--- config.mk ---
export PLATFORM = sky130hd
export DESIGN_NAME = rx_fifo_timeout
export DESIGN_NICKNAME = d
export VERILOG_FILES = /design/src/rtl/rxq_pkg.sv /design/src/rtl/rxq_store.sv /design/src/rtl/rxq_timer.sv /design/src/rtl/rx_fifo_timeout.sv
export SDC_FILE = /design/constraint.sdc
export NUM_CORES = 1
export LEC_CHECK = 0
export ABC_AREA = 1
export ABC_CLOCK_PERIOD_IN_PS = 5500
export CORE_AREA = 8 8 150 152
export DETAILED_ROUTE_END_ITERATION = 6
export DIE_AREA = 0 0 158 160
export DONT_BUFFER_PORTS = 1
export GPL_ROUTABILITY_DRIVEN = 0
export PLACE_DENSITY = 0.5
export SYNTH_ARGS = -nofsm -noshare
export SYNTH_HDL_FRONTEND = slang
export SYNTH_SLANG_ARGS = --single-unit
--- constraint.sdc ---
create_clock -name clk -period 5.5 [get_ports clk]
set_input_delay 0.55 -clock clk [delete_from_list [all_inputs] [get_ports clk]]
set_output_delay 0.55 -clock clk [all_outputs]
set_load 0.01 [all_outputs]
--- src/rtl/rxq_pkg.sv ---
package rxq_pkg;

    typedef enum logic [1:0] {
        TO_IDLE,
        TO_RUN,
        TO_FIRED
    } to_state_t;

    // Four character times in half-bit ticks for the given frame format.
    function automatic logic [6:0] timeout_halves(
        input logic [1:0] data_len,
        input logic       par_on,
        input logic       long_stop
    );
        logic [4:0] bits;
        logic [4:0] halves;
        bits   = 5'd6 + {3'b000, data_len} + {4'b0000, par_on};
        halves = {bits[3:0], 1'b0};
        if (!long_stop)
            halves = halves + 5'd2;
        else if (data_len == 2'd0)
            halves = halves + 5'd3;
        else
            halves = halves + 5'd4;
        return {halves, 2'b00};
    endfunction

endpackage

--- src/rtl/rxq_store.sv ---
module rxq_store #(
    parameter  int DEPTH = 16,
    parameter  int W     = 8,
    localparam int PW    = $clog2(DEPTH),
    localparam int LW    = $clog2(DEPTH + 1)
) (
    input  logic          clk,
    input  logic          rst_n,
    input  logic          flush,
    input  logic          single,
    input  logic          push,
    input  logic          rd,
    input  logic [W-1:0]  wdata,
    output logic [W-1:0]  rdata,
    output logic [LW-1:0] level,
    output logic          empty_nxt,
    output logic          accept,
    output logic          pop,
    output logic          overrun
);

    logic [W-1:0]  mem [DEPTH];
    logic [PW-1:0] wr_ptr;
    logic [PW-1:0] rd_ptr;
    logic [LW-1:0] cap;
    logic [LW-1:0] lvl_nxt;
    logic          full;

    assign cap       = single ? LW'(1) : LW'(DEPTH);
    assign full      = level >= cap;
    assign pop       = rd && (level != '0) && !flush;
    assign accept    = push && !flush && (!full || pop);
    assign lvl_nxt   = flush ? '0 : level + LW'(accept) - LW'(pop);
    assign empty_nxt = (lvl_nxt == '0);
    assign rdata     = mem[rd_ptr];

    always_ff @(posedge clk or negedge rst_n) begin
        if (!rst_n) begin
            wr_ptr  <= '0;
            rd_ptr  <= '0;
            level   <= '0;
            overrun <= 1'b0;
        end else if (flush) begin
            wr_ptr  <= '0;
            rd_ptr  <= '0;
            level   <= '0;
            overrun <= 1'b0;
        end else begin
            if (accept) wr_ptr <= wr_ptr + PW'(1);
            if (pop)    rd_ptr <= rd_ptr + PW'(1);
            level <= lvl_nxt;
            if (push && !accept)
                overrun <= 1'b1;
            else if (rd)
                overrun <= 1'b0;
        end
    end

    always_ff @(posedge clk) begin
        if (accept) mem[wr_ptr] <= wdata;
    end

    // the level never exceeds the storage depth
    p_no_overflow_r2: assert property (@(posedge clk) disable iff (!rst_n)
        level <= LW'(DEPTH));

    // a dropped character raises the overrun flag
    p_overrun_set_r3: assert property (@(posedge clk) disable iff (!rst_n)
        (push && full && !rd && !flush) |=> overrun);

endmodule

--- src/rtl/rxq_timer.sv ---
module rxq_timer
    import rxq_pkg::*;
#(
    parameter int TW = 7
) (
    input  logic          clk,
    input  logic          rst_n,
    input  logic          enable,
    input  logic          empty_nxt,
    input  logic          push_ok,
    input  logic          pop,
    input  logic          half_tick,
    input  logic [TW-1:0] limit,
    output logic          fired
);

    to_state_t     state, state_nxt;
    logic [TW-1:0] count, count_nxt;

    always_ff @(posedge clk or negedge rst_n) begin
        if (!rst_n) begin
            state <= TO_IDLE;
            count <= '0;
        end else begin
            state <= state_nxt;
            count <= count_nxt;
        end
    end

    always_comb begin
        state_nxt = state;
        count_nxt = count;
        unique case (state)
            TO_IDLE: begin
                count_nxt = '0;
                if (enable && !empty_nxt)
                    state_nxt = TO_RUN;
            end
            TO_RUN: begin
                if (!enable || empty_nxt) begin
                    state_nxt = TO_IDLE;
                    count_nxt = '0;
                end else if (push_ok || pop) begin
                    count_nxt = '0;
                end else if (half_tick) begin
                    if (count == limit - TW'(1)) begin
                        state_nxt = TO_FIRED;
                        count_nxt = '0;
                    end else begin
                        count_nxt = count + TW'(1);
                    end
                end
            end
            TO_FIRED: begin
                count_nxt = '0;
                if (!enable || empty_nxt)
                    state_nxt = TO_IDLE;
                else if (pop)
                    state_nxt = TO_RUN;
            end
            default: begin
                state_nxt = TO_IDLE;
                count_nxt = '0;
            end
        endcase
    end

    always_comb fired = (state == TO_FIRED);

    // a host read removes a pending timeout
    p_clear_on_read_r10: assert property (@(posedge clk) disable iff (!rst_n)
        (fired && pop) |=> !fired);

    // no timeout while FIFO mode is off
    p_no_timeout_off_r5: assert property (@(posedge clk) disable iff (!rst_n)
        !enable |=> !fired);

    // a pending timeout never follows the store becoming empty
    p_no_timeout_empty_r9: assert property (@(posedge clk) disable iff (!rst_n)
        empty_nxt |=> !fired);

endmodule

--- src/rtl/rx_fifo_timeout.sv ---
module rx_fifo_timeout
    import rxq_pkg::*;
#(
    parameter  int DEPTH = 16,
    parameter  int W     = 8,
    parameter  int TW    = 7,
    localparam int LW    = $clog2(DEPTH + 1)
) (
    input  logic          clk,
    input  logic          rst_n,
    input  logic          fifo_en,
    input  logic [1:0]    trig_sel,
    input  logic [1:0]    data_bits,
    input  logic          parity_en,
    input  logic          stop_two,
    input  logic          half_tick,
    input  logic          rx_push,
    input  logic [W-1:0]  rx_data,
    input  logic          rd_req,
    output logic [W-1:0]  rd_data,
    output logic [LW-1:0] rx_level,
    output logic          data_ready,
    output logic          irq_data,
    output logic          irq_timeout,
    output logic          overrun
);

    logic          mode_q;
    logic          flush;
    logic          empty_nxt;
    logic          accept;
    logic          pop;
    logic [LW-1:0] trig;
    logic [TW-1:0] limit;

    always_ff @(posedge clk or negedge rst_n) begin
        if (!rst_n) mode_q <= 1'b0;
        else        mode_q <= fifo_en;
    end

    assign flush = (fifo_en != mode_q);
    assign limit = TW'(timeout_halves(data_bits, parity_en, stop_two));

    always_comb begin
        if (!fifo_en) begin
            trig = LW'(1);
        end else begin
            unique case (trig_sel)
                2'd0: trig = LW'(1);
                2'd1: trig = LW'(4);
                2'd2: trig = LW'(8);
                2'd3: trig = LW'(14);
                default: trig = LW'(1);
            endcase
        end
    end

    rxq_store #(.DEPTH(DEPTH), .W(W)) u_store (
        .clk       (clk),
        .rst_n     (rst_n),
        .flush     (flush),
        .single    (!fifo_en),
        .push      (rx_push),
        .rd        (rd_req),
        .wdata     (rx_data),
        .rdata     (rd_data),
        .level     (rx_level),
        .empty_nxt (empty_nxt),
        .accept    (accept),
        .pop       (pop),
        .overrun   (overrun)
    );

    rxq_timer #(.TW(TW)) u_timer (
        .clk       (clk),
        .rst_n     (rst_n),
        .enable    (fifo_en),
        .empty_nxt (empty_nxt),
        .push_ok   (accept),
        .pop       (pop),
        .half_tick (half_tick),
        .limit     (limit),
        .fired     (irq_timeout)
    );

    assign data_ready = (rx_level != '0);
    assign irq_data   = (rx_level >= trig);

    // data_ready only falls after a read or a mode-change flush
    p_ready_fall_r6: assert property (@(posedge clk) disable iff (!rst_n)
        $fell(data_ready) |-> ($past(rd_req) || $past(flush)));

endmodule

# == After elaboration in Yosys (flattened, before gate mapping) ==
# Memory sizes are Yosys's and may differ from the RTL's.
# Index checks and enable logic that the tools add are counted.
# W data, S select, Z words.
# word_totals
out_inout_bits,17
input_bits,20
n_memories,1
ff_bits,24
ram_bits,128
# classes
order_cmp,2
muxes,29
n_eq_ne,13
reduce_logical,23
n_addsub,11
# memory_table
name,depth,word_bits,read_ports,rd_ports_with_merged_regs,write_ports,line,source
u_store.mem,16,8,1,0,1,rxq_store.sv:22,logic [W-1:0] mem [DEPTH];
# ops
cell,count
$mux W7,5
$mux W5,6
$pmux W5 S4,1
$mux W4,4
$mux W2,7
$add A5 B2 Y5 const B,2
$ge A5 B5 Y1,2
$add A4 B1 Y4 const B,2
$add A7 B1 Y7 const B,1
$eq A7 B7 Y1,1
$sub A7 B1 Y7 const B,1
$eq A2 B2 Y1 const B,3
$logic_and A1 B1 Y1,6
$logic_not A2 Y1,3
$ne A3 B1 Y1 const B,2
$pmux W2 S3,1
$add A5 B1 Y5,1
$add A5 B3 Y5 const B,1
$logic_not A1 Y1,5
$logic_not A5 Y1,1
$mux W1,5
$reduce_and A5 Y1,1
$reduce_bool A5 Y1,1
$sub A5 B1 Y5,1
11 further kinds,15

# == Logic depth before layout (Yosys ltp) ==
# logic_depth
ltp_word,13
depth_mapped,23
ltp_nobuf,23

# == By module ==
# From an unflattened synthesis, not the netlist that was laid out.
# unflattened
cells_unflattened,728
hier_area_um2,7348.3
# modules_own_cells
mod,area_per_inst_um2,cells_per_inst,seq_area_each_um2,n_inst
rxq_store,6138.4,537,4194.0,1
rxq_timer,840.8,132,225.2,1
rx_fifo_timeout,369.1,59,25.0,1

# == Least setup slack after synthesis ==
# OpenSTA, ideal clock, no wires.
# synth_timing
kind,input to register
startpoint,in fifo_en
endpoint,reg u_timer.count[2]
setup_time_ns,0.071
required_ns,5.429
arrival_time_ns,2.931
cell_stages,21
path_slack_ns,2.497
path_cell_list,buf_6 > inv_1 > ha_1 > nand2_1 > nand4_1 > nand2_1 > nand2_1 > nand2_1 > nand2_4 > inv_1 > ha_1 > inv_1 > fa_1 > nand3b_1 > nand3_1 > nand3_1 > nand3_1 > nand3_2 > nor2_2 > nand2_2 > nor2_1
# synth_between
elab_chain_len,12
elab_cells_between_ends,20
# synth_lines
item,line,source
"start, declared",rx_fifo_timeout.sv:11,"input logic fifo_en,"
$mux W5 / $ne A1 B1 Y1 (equally long branches),"rxq_store.sv:29, rx_fifo_timeout.sv:41",
$ge A5 B5 Y1 / $logic_not A1 Y1 (equally long branches),"rxq_store.sv:30, rxq_store.sv:31, rxq_store.sv:32",
$logic_not A1 Y1 / $logic_and A1 B1 Y1 (equally long branches),"rxq_store.sv:32, rxq_store.sv:31",
$logic_or A1 B1 Y1,rxq_store.sv:32,assign accept = push && !flush && (!full || pop);
$logic_and A1 B1 Y1,rxq_store.sv:32,
$add A5 B1 Y5,rxq_store.sv:33,assign lvl_nxt = flush ? '0 : level + LW'(accept) - LW'(pop);
$sub A5 B1 Y5,rxq_store.sv:33,
$mux W5,rxq_store.sv:33,
$logic_not A5 Y1,rxq_store.sv:34,assign empty_nxt = (lvl_nxt == '0);
$logic_or A1 B1 Y1,rxq_timer.sv:40,if (!enable || empty_nxt) begin
$mux W7,rxq_timer.sv:40,
$mux W7,rxq_timer.sv:33,unique case (state)
"end signal, assigned",rxq_timer.sv:26,count <= count_nxt;
"end, declared",rxq_timer.sv:18,"logic [TW-1:0] count, count_nxt;"
# Several ways; a longest one is shown, not always the timed one.
# A chain may end at the register's enable or synchronous reset.

# == Worst setup path in the final report ==
# layout_timing
startpoint,reg u_store.rd_ptr[2]
endpoint,out rd_data[6]
# layout_between
elab_chain_len,1
# layout_lines
item,line,source
"start, declared",rxq_store.sv:24,logic [PW-1:0] rd_ptr;
"start signal, assigned",rxq_store.sv:50,if (pop) rd_ptr <= rd_ptr + PW'(1);
$mem_v2 Z16 W8,n/a,
"end, declared",rx_fifo_timeout.sv:20,"output logic [W-1:0] rd_data,"
# No other way between the ends.

==> run_results.csv <==
group,metric,value,unit
routing,drcViolationCount,0,
synth,synth_nets,688,
die,core-area,0.0200,sq mm
place,dp_hpwl,10.9,mm
setup_path,reg2reg_from,"u_store.level[2]",
timing,timing.final.crit_share,67.6,%
die,die_w,158,um
setup_path,cp_slowest_cell,"nor2_1",
routing,ant_nets,0,
place,postPlaceCellArea,0.00722,sq mm
setup_path,worstPathCellList,"clkinv_1, nor2_1, buf_4, a311oi_1, o21ai_0, nand2_1",
timing,worst_pin_slew,1.05,ns
timing,post-route-min-period,3.72,ns
synth,syn_inst,641,
synth,synth_edf_count,128,
finish,nets,690,
routing,wl_per_cell,17.8,um
timing,max_clock_freq,269,MHz
timing,max_slew_margin,29.5,%
clocking,tritoncts,"built",
clocking,cts.sinks,152,
flow_run,maxCapViolCount,0,
clocking,htree_levels,4,
synth,synth_top_cell_by_area,"edfxtp_1",
die,die_area,0.0253,sq mm
finish,layout-drive-gt1-share,6.40,%
global_routing,grt_max_degree,66,
clocking,clk_latency,0.42,ns
setup_path,slowest_delay,0.81,ns
global_routing,grt_pass1_wl,26.4,mm
power_and_ir_drop,vdd_drop_max,0.232,mV
setup_path,startpoint,"u_store.rd_ptr[2]",
setup_path,startpoint_type,"flip-flop",
synth,syn_avg_cell_area,10.9,sq um
setup_path,end_kind,"output pin",
clocking,clk_pin_slew,0.06,ns
global_routing,grt_pass1_vias,4674,
timing,rsz0062_at_grt,"false",
synth,synth_top_area_share,55.2,%
timing,finalHoldViolCount,0,
routing,vias,4597,
synth,syn_area,0.00696,sq mm
synth,synthArstFlopShare,15.8,%
synth,synth.ff_latch_count,152,
outcome,status,"finished, final reports clean",
die,io_pins,37,
timing,setup_viol,0,
timing,drv_slew,0,
clocking,root_buffer,"clkbuf_16",
finish,antenna_cells,0,
die,start_util,34.7,%
global_routing,antenna_found_initial,0,
die,num_rows,52,
global_routing,grt_usage,13.7,%
synth,synth.top_cells.by_area,"edfxtp_1 55%, dfrtp_1 8.6%, nand2_1 7.6%",
die,die_h,160,um
global_routing,grt_overflow,0,
timing,setup_tns,0,ns
routing,drtIter0Drc,288,
synth,yosysUniqueCellTypes,35,
setup_path,worstPathMaxFanout,11,
synth,synthFlopType,"edfxtp_1",
synth,synth_warnings,0,
finish,syn_to_final_growth,12.2,%
hold_path,min-delay-start,"fifo_en",
routing,drt_pre_antenna_iters,4,
clocking,cts_hold_buf,2,
synth,synth_sequential_area_ratio,63.9,%
setup_path,arrival,3.17,ns
power_and_ir_drop,p_per_area,428,mW/mm^2
routing,vias_per_cell,4.96,
clocking,post_cts_resized,0,
setup_path,cp.required,4.95,ns
place,io_buffers,0,
setup_path,critical_path_class,"reg -> out",
setup_path,critPathBufInv,2,
timing,clock_skew,0.0124,ns
hold_path,hp-class,"in -> reg",
clocking,cts.path.max_buffers,2,
clocking,post_cts_buffers,0,
setup_path,crit_family,"simple AND/OR/NAND/NOR gates",
clocking,cts_made_buffers,17,
power_and_ir_drop,power.leakage,2.85,nW
finish,postLayoutCellArea,0.00780,sq mm
routing,routed_wl,16.5,mm
## worst paths after layout
kind	to	cells after the start	slack, ns
max	rd_data[6]	6	1.78
min reg2reg	u_timer.count[0]	2	0.56
max in group asynchronous	u_store.rd_ptr[0]	2	4.75
min in group asynchronous	u_timer.count[6]	2	0.58
min	mode_q	0	0.16
max reg2reg	u_timer.count[5]	20	2.02
## report_power, final
group          leakage [nW]  internal, W  total, W  switching, W
registers              1.47      0.00131   0.00139     0.0000763
clock network         0.264     0.000626   0.00109      0.000462
logic                  1.12     0.000268  0.000868      0.000600
## layer usage
layer | global-route usage, % | vias up | part of all wire (%)
met5 | 0 | - | 0
met1 | 16.7 | 2239 | 43
met3 | 4.02 | 14 | 6.4
met2 | 22.1 | 114 | 49
met4 | 5.79 | 0 | 1.4
li1 | - | 2230 | -
## through the flow
stage               worst slack (ns)  utilization, %  std cells  total power (W)  hold slack (ns)
floorplan                       2.50               -        641          0.00204            0.254
global placement                2.13            36.0        892          0.00226            0.256
detailed placement              2.02            36.0        892          0.00228            0.256
CTS                             1.66            38.9        926          0.00338            0.133
global route                    1.59            38.9        926          0.00355            0.139
finish                          1.78            38.9        926          0.00334            0.155
## synth_stat cells, types with 2 or more instances
cell and number:
xor2_1 8, dfrtp_1 24, o21bai_1 2, inv_1 53
nor2_1 77, nand3b_1 3, nand4_1 10, nor2_4 2
o21ai_0 50, clkbuf_1 15, xnor2_1 5, edfxtp_1 128
nand2_1 141, o22ai_1 9, a21oi_1 16, clkinv_1 2
o221ai_1 7, nor3_1 2, nor2_2 2, buf_2 6
nand3_1 32, ha_1 26, a311oi_1 9
## cell type report
class / count / area [sq um]
fillers: 1968 / 12200
flip-flops and latches: 152 / 4450
multi-input cells: 412 / 2210
clock buffers: 19 / 433
well taps: 270 / 338
inverters: 55 / 206
clock inverters: 13 / 119
repair buffers: 5 / 52.6
## cell usage in the layout (no fill, tap or decap), drive strengths merged
| master | Yosys | routed |
|---|---|---|
| a21boi | 1 | 1 |
| a21oi | 16 | 16 |
| a311oi | 9 | 9 |
| a32o | 1 | 1 |
| buf | 7 | 4 |
| bufinv | 0 | 1 |
| clkbuf | 15 | 19 |
| clkinv | 2 | 7 |
| clkinvlp | 0 | 2 |
| dfrtp | 24 | 24 |
| dlygate4sd3 | 0 | 1 |
| edfxtp | 128 | 128 |
| fa | 1 | 1 |
| ha | 26 | 26 |
| inv | 53 | 58 |
| nand2 | 143 | 143 |
| nand3 | 33 | 33 |
| nand3b | 3 | 3 |
| nand4 | 10 | 10 |
| nor2 | 81 | 81 |
| nor3 | 2 | 2 |
| o211ai | 1 | 1 |
| o21a | 1 | 1 |
| o21ai | 51 | 51 |
| o21bai | 2 | 2 |
| o221ai | 7 | 7 |
| o22ai | 9 | 9 |
| o31ai | 1 | 1 |
| xnor2 | 5 | 5 |
| xor2 | 9 | 9 |
## logic make-up (layout without fill, tap and decap cells)
logic type / count (synthesis) / in the layout / synth area share [%]
AND/OR/NAND/NOR: 272 / 272 / 16.3
flip-flops: 152 / 152 / 63.9
AO/OA/AOI/OAI: 99 / 99 / 8.43
buffers and inverters: 77 / 92 / 4.37
adder cells (fa/ha/maj): 27 / 27 / 4.96
XOR/XNOR: 14 / 14 / 2.03
## flip-flops by register name, summed over array words and instances, names as in the netlist
signal and count:
u_timer.count 7, u_timer.state 2, u_store.rd_ptr 4, u_store.wr_ptr 4
mode_q 1, u_store.level 5, u_store.mem 128, u_store.overrun 1
No activity file was read; power rests on OpenSTA's default activity.
